$ cat src/rtl/eeld_pkg.sv
package eeld_pkg;
  localparam int unsigned ADDR_MAX_W = 8;
  localparam int unsigned CMD_W      = 3 + ADDR_MAX_W;
  localparam logic [2:0]  OPC_READ   = 3'b110;

  typedef enum logic [2:0] {
    L_CHECK, L_ARB, L_START, L_WAIT, L_FINISH, L_DONE
  } ld_state_e;

  typedef enum logic [1:0] {
    SH_IDLE, SH_GAP, SH_LOW, SH_HIGH
  } sh_state_e;
endpackage

$ cat src/rtl/eeld_arb.sv
module eeld_arb #(
  parameter int unsigned GNT_POLLS = 1000,
  parameter int unsigned POLL_GAP  = 1000
) (
  input  logic clk_i,
  input  logic rst_ni,
  input  logic start_i,
  input  logic release_i,
  input  logic gnt_i,
  output logic req_o,
  output logic granted_o,
  output logic timeout_o
);
  localparam int unsigned GW = $clog2(POLL_GAP + 1);
  localparam int unsigned PW = $clog2(GNT_POLLS + 1);

  logic          active_q;
  logic [GW-1:0] gap_q;
  logic [PW-1:0] poll_q;

  always_ff @(posedge clk_i or negedge rst_ni) begin
    if (!rst_ni) begin
      req_o     <= 1'b0;
      active_q  <= 1'b0;
      gap_q     <= '0;
      poll_q    <= '0;
      granted_o <= 1'b0;
      timeout_o <= 1'b0;
    end else begin
      granted_o <= 1'b0;
      timeout_o <= 1'b0;
      if (release_i) req_o <= 1'b0;
      if (start_i) begin
        req_o    <= 1'b1;
        active_q <= 1'b1;
        gap_q    <= '0;
        poll_q   <= '0;
      end else if (active_q) begin
        if (gap_q == GW'(POLL_GAP - 1)) begin
          gap_q <= '0;
          if (gnt_i) begin
            granted_o <= 1'b1;
            active_q  <= 1'b0;
          end else if (poll_q == PW'(GNT_POLLS - 1)) begin
            timeout_o <= 1'b1;
            active_q  <= 1'b0;
            req_o     <= 1'b0;
          end else begin
            poll_q <= poll_q + 1'b1;
          end
        end else begin
          gap_q <= gap_q + 1'b1;
        end
      end
    end
  end

  p_grant_with_req_r1: assert property (@(posedge clk_i) disable iff (!rst_ni)
    granted_o |-> req_o);
  p_timeout_drops_req_r2: assert property (@(posedge clk_i) disable iff (!rst_ni)
    timeout_o |-> !req_o && !granted_o);
endmodule

$ cat src/rtl/eeld_shift.sv
module eeld_shift
  import eeld_pkg::*;
#(
  parameter int unsigned DW      = 16,
  parameter int unsigned SK_HALF = 50
) (
  input  logic                  clk_i,
  input  logic                  rst_ni,
  input  logic                  start_i,
  input  logic                  wide_i,
  input  logic [ADDR_MAX_W-1:0] addr_i,
  output logic                  done_o,
  output logic [DW-1:0]         data_o,
  output logic                  sk_o,
  output logic                  cs_o,
  output logic                  di_o,
  input  logic                  do_i
);
  localparam int unsigned CW = $clog2(2 * SK_HALF + 1);
  localparam int unsigned BW = $clog2(CMD_W + DW + 1);

  sh_state_e      st_q;
  logic [CW-1:0]  cnt_q;
  logic [BW-1:0]  bit_q, ncmd_q;
  logic [CMD_W-1:0] cmd_q;

  always_ff @(posedge clk_i or negedge rst_ni) begin
    if (!rst_ni) begin
      st_q   <= SH_IDLE;
      cnt_q  <= '0;
      bit_q  <= '0;
      ncmd_q <= '0;
      cmd_q  <= '0;
      data_o <= '0;
      done_o <= 1'b0;
      sk_o   <= 1'b0;
      cs_o   <= 1'b0;
      di_o   <= 1'b0;
    end else begin
      done_o <= 1'b0;
      unique case (st_q)
        SH_IDLE: if (start_i) begin
          cmd_q  <= wide_i ? {OPC_READ, addr_i} : {OPC_READ, addr_i[5:0], 2'b00};
          ncmd_q <= wide_i ? BW'(CMD_W) : BW'(CMD_W - 2);
          cnt_q  <= '0;
          st_q   <= SH_GAP;
        end
        SH_GAP: begin
          if (cnt_q == CW'(2 * SK_HALF - 1)) begin
            cnt_q <= '0;
            bit_q <= '0;
            cs_o  <= 1'b1;
            di_o  <= cmd_q[CMD_W-1];
            st_q  <= SH_LOW;
          end else cnt_q <= cnt_q + 1'b1;
        end
        SH_LOW: begin
          if (cnt_q == CW'(SK_HALF - 1)) begin
            cnt_q <= '0;
            sk_o  <= 1'b1;
            st_q  <= SH_HIGH;
          end else cnt_q <= cnt_q + 1'b1;
        end
        SH_HIGH: begin
          if (cnt_q == CW'(SK_HALF - 1)) begin
            cnt_q <= '0;
            sk_o  <= 1'b0;
            if (bit_q >= ncmd_q) data_o <= {data_o[DW-2:0], do_i};
            if (bit_q == ncmd_q + BW'(DW - 1)) begin
              cs_o   <= 1'b0;
              di_o   <= 1'b0;
              done_o <= 1'b1;
              st_q   <= SH_IDLE;
            end else begin
              bit_q <= bit_q + 1'b1;
              cmd_q <= cmd_q << 1;
              di_o  <= (bit_q + 1'b1 < ncmd_q) ? cmd_q[CMD_W-2] : 1'b0;
              st_q  <= SH_LOW;
            end
          end else cnt_q <= cnt_q + 1'b1;
        end
        default: st_q <= SH_IDLE;
      endcase
    end
  end

  p_sk_in_frame_r4: assert property (@(posedge clk_i) disable iff (!rst_ni)
    sk_o |-> cs_o);
  p_di_stable_high_r4: assert property (@(posedge clk_i) disable iff (!rst_ni)
    (sk_o && $past(sk_o)) |-> $stable(di_o));
  p_cs_gap_r5: assert property (@(posedge clk_i) disable iff (!rst_ni)
    $fell(cs_o) |=> !cs_o);
endmodule

$ cat src/rtl/eeld_store.sv
module eeld_store #(
  parameter int unsigned WORDS = 64,
  parameter int unsigned DW    = 16,
  localparam int unsigned IW   = $clog2(WORDS)
) (
  input  logic          clk_i,
  input  logic          rst_ni,
  input  logic          clear_i,
  input  logic          wr_i,
  input  logic [IW-1:0] wr_addr_i,
  input  logic [DW-1:0] wr_data_i,
  input  logic [IW-1:0] rd_addr_i,
  output logic [DW-1:0] rd_data_o,
  output logic [DW-1:0] sum_o
);
  logic [DW-1:0] mem_q [WORDS];

  always_ff @(posedge clk_i or negedge rst_ni) begin
    if (!rst_ni) begin
      for (int i = 0; i < WORDS; i++) mem_q[i] <= '0;
      sum_o <= '0;
    end else if (clear_i) begin
      sum_o <= '0;
    end else if (wr_i) begin
      mem_q[wr_addr_i] <= wr_data_i;
      sum_o            <= sum_o + wr_data_i;
    end
  end

  assign rd_data_o = mem_q[rd_addr_i];
endmodule

$ cat src/rtl/eeprom_loader.sv
module eeprom_loader
  import eeld_pkg::*;
#(
  parameter int unsigned WORDS     = 64,
  parameter int unsigned DW        = 16,
  parameter logic [15:0] SIGNATURE = 16'hBABA,
  parameter int unsigned GNT_POLLS = 1000,
  parameter int unsigned POLL_GAP  = 1000,
  parameter int unsigned SK_HALF   = 50,
  localparam int unsigned IW       = $clog2(WORDS)
) (
  input  logic          clk_i,
  input  logic          rst_ni,
  input  logic          present_i,
  input  logic          spi_part_i,
  input  logic          size_wide_i,
  output logic          arb_req_o,
  input  logic          arb_gnt_i,
  output logic          ee_sk_o,
  output logic          ee_cs_o,
  output logic          ee_di_o,
  input  logic          ee_do_i,
  input  logic          host_en_i,
  input  logic          host_sk_i,
  input  logic          host_cs_i,
  input  logic          host_di_i,
  input  logic [IW-1:0] rd_addr_i,
  output logic [DW-1:0] rd_data_o,
  output logic          done_o,
  output logic          checksum_ok_o,
  output logic          timeout_o
);
  ld_state_e     st_q;
  logic [IW-1:0] idx_q;
  logic          arb_start, arb_release, granted, arb_to;
  logic          sh_start, sh_done, sh_sk, sh_cs, sh_di;
  logic [DW-1:0] sh_data, sum;
  logic          host_mode;

  assign arb_start   = (st_q == L_CHECK) && present_i && !spi_part_i;
  assign arb_release = (st_q == L_FINISH);
  assign sh_start    = (st_q == L_START);

  eeld_arb #(.GNT_POLLS(GNT_POLLS), .POLL_GAP(POLL_GAP)) u_arb (
    .clk_i, .rst_ni,
    .start_i(arb_start), .release_i(arb_release), .gnt_i(arb_gnt_i),
    .req_o(arb_req_o), .granted_o(granted), .timeout_o(arb_to)
  );

  eeld_shift #(.DW(DW), .SK_HALF(SK_HALF)) u_shift (
    .clk_i, .rst_ni,
    .start_i(sh_start), .wide_i(size_wide_i),
    .addr_i({{(ADDR_MAX_W-IW){1'b0}}, idx_q}),
    .done_o(sh_done), .data_o(sh_data),
    .sk_o(sh_sk), .cs_o(sh_cs), .di_o(sh_di), .do_i(ee_do_i)
  );

  eeld_store #(.WORDS(WORDS), .DW(DW)) u_store (
    .clk_i, .rst_ni,
    .clear_i(arb_start), .wr_i(sh_done), .wr_addr_i(idx_q), .wr_data_i(sh_data),
    .rd_addr_i, .rd_data_o, .sum_o(sum)
  );

  always_ff @(posedge clk_i or negedge rst_ni) begin
    if (!rst_ni) begin
      st_q          <= L_CHECK;
      idx_q         <= '0;
      checksum_ok_o <= 1'b0;
      timeout_o     <= 1'b0;
    end else begin
      unique case (st_q)
        L_CHECK: st_q <= (present_i && !spi_part_i) ? L_ARB : L_DONE;
        L_ARB: begin
          if (granted) begin
            idx_q <= '0;
            st_q  <= L_START;
          end else if (arb_to) begin
            timeout_o <= 1'b1;
            st_q      <= L_DONE;
          end
        end
        L_START: st_q <= L_WAIT;
        L_WAIT: if (sh_done) begin
          if (idx_q == IW'(WORDS - 1)) st_q <= L_FINISH;
          else begin
            idx_q <= idx_q + 1'b1;
            st_q  <= L_START;
          end
        end
        L_FINISH: begin
          checksum_ok_o <= (sum == SIGNATURE[DW-1:0]);
          st_q          <= L_DONE;
        end
        default: st_q <= L_DONE;
      endcase
    end
  end

  assign done_o    = (st_q == L_DONE);
  assign host_mode = done_o && host_en_i;
  assign ee_sk_o   = host_mode ? host_sk_i : sh_sk;
  assign ee_cs_o   = host_mode ? host_cs_i : sh_cs;
  assign ee_di_o   = host_mode ? host_di_i : sh_di;

  p_cs_needs_req_r1: assert property (@(posedge clk_i) disable iff (!rst_ni)
    (sh_cs || sh_sk) |-> arb_req_o);
  p_req_off_done_r8: assert property (@(posedge clk_i) disable iff (!rst_ni)
    done_o |-> !arb_req_o);
  p_done_sticky_r10: assert property (@(posedge clk_i) disable iff (!rst_ni)
    done_o |=> done_o && $stable(checksum_ok_o) && $stable(timeout_o));
  p_ok_not_timeout_r2: assert property (@(posedge clk_i) disable iff (!rst_ni)
    timeout_o |-> !checksum_ok_o);
  p_no_req_bad_part_r3: assert property (@(posedge clk_i) disable iff (!rst_ni)
    (st_q == L_CHECK && (spi_part_i || !present_i)) |=> !arb_req_o);
endmodule

$ cat config.mk
export PLATFORM = sky130hd
export DESIGN_NAME = eeprom_loader
export DESIGN_NICKNAME = d
export VERILOG_FILES = /design/src/rtl/eeld_pkg.sv /design/src/rtl/eeld_arb.sv /design/src/rtl/eeld_shift.sv /design/src/rtl/eeld_store.sv /design/src/rtl/eeprom_loader.sv
export SDC_FILE = /design/constraint.sdc
export NUM_CORES = 2
export LEC_CHECK = 0
export CAP_MARGIN = 5
export CORE_ASPECT_RATIO = 1.5
export CORE_MARGIN = 2
export CORE_UTILIZATION = 55
export CTS_BUF_LIST = sky130_fd_sc_hd__clkbuf_16
export DETAILED_ROUTE_END_ITERATION = 10
export PLACE_DENSITY = 0.75
export SLEW_MARGIN = 20
export SYNTH_ARGS = -nofsm -noshare
export SYNTH_HDL_FRONTEND = slang
export SYNTH_SLANG_ARGS = --single-unit
$ cat constraint.sdc
create_clock -name clk_i -period 5.3 [get_ports clk_i]
set_clock_uncertainty 0.1 [all_clocks]
set_input_delay 1.325 -clock clk_i [delete_from_list [all_inputs] [get_ports clk_i]]
set_output_delay 1.325 -clock clk_i [all_outputs]
set_load 0.02 [all_outputs]
==> metrics.txt <==
# TYPE chip_impl_metric gauge
chip_impl_info{name="run_status",value="finished clean"} 1
chip_impl_info{name="worst-setup-path-type",value="in2out"} 1
chip_impl_metric{name="timing.final.max_slew_violations",unit=""} 0
chip_impl_metric{name="number_of_antenna_violations_at_the_first_check_in_global_routing",unit=""} 3
chip_impl_metric{name="totalWireLength",unit="um"} 135000
chip_impl_metric{name="synth_compound_gate_area_share",unit="%"} 2.53
chip_impl_metric{name="vias_in_the_first_global_route",unit=""} 33900
chip_impl_metric{name="avgRoutedWirePerCell",unit="um"} 27.9
chip_impl_metric{name="multiInputGateArea",unit="sq um"} 22500
chip_impl_info{name="netlist_top_cells_count",value="sky130_fd_sc_hd__dfrtp_1, sky130_fd_sc_hd__mux2_2, sky130_fd_sc_hd__mux4_2, sky130_fd_sc_hd__nand2_1, sky130_fd_sc_hd__clkbuf_1"} 1
chip_impl_metric{name="slew-limit-headroom",unit="%"} 29.0
chip_impl_metric{name="rows",unit=""} 137
chip_impl_metric{name="drt-pass1-iter-count",unit=""} 5
chip_impl_metric{name="required",unit="ns"} 3.88
chip_impl_metric{name="powerDensity",unit="nW/um^2"} 291
chip_impl_metric{name="die_height",unit="um"} 380
chip_impl_info{name="cts_root_buffer",value="sky130_fd_sc_hd__clkbuf_16"} 1
chip_impl_metric{name="synth_register_bits",unit=""} 1122
chip_impl_metric{name="seq_area",unit="sq um"} 28100
chip_impl_metric{name="synth_edf_count",unit=""} 0
chip_impl_metric{name="syn_to_final_growth",unit="%"} 11.9
chip_impl_metric{name="cts.sinks",unit=""} 1122
chip_impl_metric{name="syn-instance-count",unit=""} 3437
chip_impl_metric{name="number_of_nets_in_the_layout",unit=""} 3541
chip_impl_metric{name="dieArea",unit="sq um"} 96700
chip_impl_metric{name="antenna_left",unit=""} 0
chip_impl_metric{name="max_cap_viol_count",unit=""} 0
chip_impl_metric{name="post_drt_via_cell_ratio",unit=""} 6.40
chip_impl_metric{name="final.fill_count",unit=""} 6760
chip_impl_info{name="yosys.cell_count.top_type",value="sky130_fd_sc_hd__dfrtp_1"} 1
chip_impl_info{name="critPathCaptureType",value="primary output"} 1
chip_impl_metric{name="yosys_warnings",unit=""} 0
chip_impl_info{name="synth_top_family_by_area",value="multiplexers"} 1
chip_impl_metric{name="clk-insertion-delay-late",unit="ns"} 0.72
chip_impl_metric{name="ys_async_sr_fraction",unit="%"} 100
chip_impl_metric{name="timing.critical_path.arrival",unit="ns"} 3.77
chip_impl_metric{name="final_core_util",unit="%"} 62.2
chip_impl_metric{name="grtUsageTotal",unit="%"} 28.7
chip_impl_metric{name="tritoncts.num_buffers",unit=""} 100
chip_impl_info{name="unrepaired_setup_endpoints_after_global_routing",value="no"} 1
chip_impl_metric{name="post_synth_fa_ha_maj_area_fraction",unit="%"} 0.739
chip_impl_metric{name="vdd.ir_drop.worst",unit="mV"} 0.226
chip_impl_metric{name="switching_power",unit="mW"} 3.86
chip_impl_metric{name="cellInternalPower",unit="mW"} 13.0
chip_impl_metric{name="synth_area_per_inst",unit="sq um"} 15.1
chip_impl_metric{name="post_synthesis_cell_type_count",unit=""} 67
chip_impl_metric{name="grt_max_degree",unit=""} 127
chip_impl_metric{name="sequential_cell_fraction_of_total_power",unit="%"} 51.2
chip_impl_metric{name="layout_min_cycle_time",unit="ns"} 5.20
chip_impl_metric{name="final_layout_size_suffix_gt1_share",unit="%"} 48.1
chip_impl_info{name="synth_ff_type",value="sky130_fd_sc_hd__dfrtp_1"} 1
chip_impl_metric{name="dp.final_hpwl",unit="um"} 85700
chip_impl_metric{name="buffer_ports.inserted",unit=""} 39
chip_impl_metric{name="clock_power_share",unit="%"} 44.3
chip_impl_metric{name="via_count_of_the_routed_design",unit=""} 30900
chip_impl_info{name="min-delay-path-class",value="reg2reg"} 1
chip_impl_metric{name="post_synthesis_net_count",unit=""} 3484
chip_impl_metric{name="power_leakage",unit="nW"} 28.1
chip_impl_metric{name="starting_density_of_the_core",unit="%"} 55.6
chip_impl_metric{name="synth-simple-area-share",unit="%"} 4.08
chip_impl_info{name="ranking_of_synthesized_cells_by_area",value="sky130_fd_sc_hd__dfrtp_1, sky130_fd_sc_hd__mux2_2, sky130_fd_sc_hd__mux4_2"} 1
chip_impl_metric{name="die_w",unit="um"} 255
chip_impl_metric{name="clk_pin_slew",unit="ns"} 0.06
chip_impl_metric{name="finalPower",unit="mW"} 16.9
chip_impl_metric{name="grt.overflow.total",unit=""} 0
chip_impl_metric{name="remaining_drc_errors",unit=""} 0
chip_impl_metric{name="finalHoldWorstSlack",unit="ns"} 0.372
chip_impl_metric{name="post-synth-top-area-fraction",unit="%"} 54.2
chip_impl_metric{name="sw_frac_of_total",unit="%"} 22.9
chip_impl_metric{name="seq_area_frac_synth",unit="%"} 54.2
chip_impl_metric{name="clockBufferDepth",unit=""} 3
chip_impl_info{name="worst_setup_path_start_kind",value="primary input"} 1
chip_impl_metric{name="synth_area",unit="sq um"} 51800
chip_impl_metric{name="top_level_ports",unit=""} 40
chip_impl_metric{name="timing_worst_slew_pin_value",unit="ns"} 1.06
chip_impl_metric{name="core",unit="sq um"} 93200
chip_impl_metric{name="timing.critical_path.fanout_max",unit=""} 14
chip_impl_info{name="synthDominantAreaCellType",value="sky130_fd_sc_hd__dfrtp_1"} 1
chip_impl_metric{name="yosys.area_share.xor_xnor",unit="%"} 0.592
chip_impl_metric{name="pwr-share-comb",unit="%"} 4.5
chip_impl_metric{name="synth.mux.area_fraction",unit="%"} 35.3
chip_impl_metric{name="h-tree-depth",unit=""} 3
chip_impl_metric{name="place.gp.congestion",unit=""} 0.869
chip_impl_info{name="tritoncts",value="done"} 1
chip_impl_metric{name="setup_viol",unit=""} 0
chip_impl_metric{name="fmax",unit="MHz"} 192
chip_impl_metric{name="count_of_final_hold_check_violations",unit=""} 0
chip_impl_metric{name="global_route_wire_length_before_repair",unit="um"} 207000
chip_impl_metric{name="drt_first_iter_violations",unit=""} 2359
chip_impl_metric{name="final.period_utilization",unit="%"} 98.1
## cells in the final DEF (no fill, tap or decap), drive strengths merged, types with 5 or more instances in the layout
master         instances
dfrtp               1122
nor4                   8
nand3b                 5
mux2                 979
nor3                  12
nor3b                  5
o21ai                114
xor2                  22
a31oi                  7
nand3                 18
nand2b                19
o2111ai                6
nand2                207
nor2                  73
mux4                 312
or3                    5
dlygate4sd2           15
ha                    29
a21o                   5
mux2i                 24
inv                   40
nand4                 10
nor2b                 13
clkdlybuf4s50         18
clkinvlp               5
buf                  207
clkinv                43
bufinv                14
a21oi                 29
o22ai                 19
xnor2                 13
and3                  12
clkbuf               101
## final cells by class
| type | instances | share of cell area [%] |
|---|---|---|
| well taps | 1251 | 2.70 |
| clock inverters | 85 | 1.44 |
| multi-input cells | 2012 | 38.7 |
| diodes | 1 | 0.00432 |
| clock buffers | 100 | 4.32 |
| inverters | 17 | 0.112 |
| repair buffers | 241 | 4.24 |
| flip-flops and latches | 1122 | 48.5 |
## cell families after synthesis
group	Yosys count
adders and majority gates	30
muxes	1315
and+or+nand+nor	411
xor gates and xnor gates	35
DFF	1122
buffers and inverters	303
AOI/OAI and AO/OA	221
## critical path, stage by stage
cell and delay [ns]:
sky130_fd_sc_hd__buf_12 0.17, sky130_fd_sc_hd__buf_12 0.16, sky130_fd_sc_hd__buf_12 0.18, sky130_fd_sc_hd__buf_12 0.13, sky130_fd_sc_hd__mux4_2 0.50, sky130_fd_sc_hd__mux4_2 0.53
sky130_fd_sc_hd__o22ai_2 0.27, sky130_fd_sc_hd__nor2_1 0.13, sky130_fd_sc_hd__dlygate4sd2_1 0.35
## power by group through the flow
stage | clock, mW | combinational [mW] | sequential [mW]
2_1_floorplan | 0 | 0.327 | 8.79
3_3_place_gp | 0 | 0.745 | 8.79
3_5_place_dp | 0 | 0.768 | 8.80
4_1_cts | 7.59 | 0.768 | 8.64
5_1_grt | 7.92 | 0.828 | 8.64
6_report | 7.49 | 0.759 | 8.64
## path summary, 6_finish.rpt
path / slack, ns / cells after the start / start / endpoint
worst max-delay path: 0.10 / 9 / rd_addr_i[0] / rd_data_o[14]
worst min-delay path: 0.37 / 2 / u_shift.sk_o / u_shift.sk_o
worst max register to register: 1.98 / 9 / u_shift.data_o[1] / u_store.sum_o[14]
worst min register to register: 0.37 / 2 / u_shift.sk_o / u_shift.sk_o
max in group asynchronous: 3.28 / 2 / rst_ni / u_store.mem_q[414]
min in group asynchronous: 0.55 / 1 / rst_ni / u_arb.poll_q[6]
## per-layer routing
layer | routed length, um | GRT usage (%) | up-vias
li1 | - | - | 12800
met1 | 49100 | 34.1 | 16600
met2 | 68400 | 48.4 | 1001
met3 | 6990 | 4.54 | 439
met4 | 9980 | 18.9 | 4
met5 | 26 | 0 | -
## what timing repair did
item                       in CTS  in global routing
buffers inserted                0                  3
pin swaps                       1                  1
setup endpoints to repair      16                  4
hold buffers                    0                  0
resized for setup              26                  6
## registers in the layout, indices dropped and copies added, names as in the netlist
name	count
checksum_ok_o	1
idx_q	6
st_q	3
timeout_o	1
u_arb.active_q	1
u_arb.gap_q	10
u_arb.granted_o	1
u_arb.poll_q	10
u_arb.req_o	1
u_arb.timeout_o	1
u_shift.bit_q	5
u_shift.cmd_q	11
u_shift.cnt_q	7
u_shift.cs_o	1
u_shift.data_o	16
u_shift.di_o	1
u_shift.done_o	1
u_shift.ncmd_q	2
u_shift.sk_o	1
u_shift.st_q	2
u_store.mem_q	1024
u_store.sum_o	16
## per-stage QoR
step / setup slack (ns) / TNS, ns / cell area (sq um) / instances
CTS: 0.0146 / 0 / 57900 / 4825
floorplan: 0.557 / 0 / 51800 / 3437
global placement: -0.539 / -2.47 / 54600 / 4640
detailed placement: -0.428 / -2.51 / 54600 / 4640
finish: 0.101 / 0 / 58000 / 4829
global route: 0.0306 / 0 / 58000 / 4828
No activity file was read; power rests on OpenSTA's default activity.
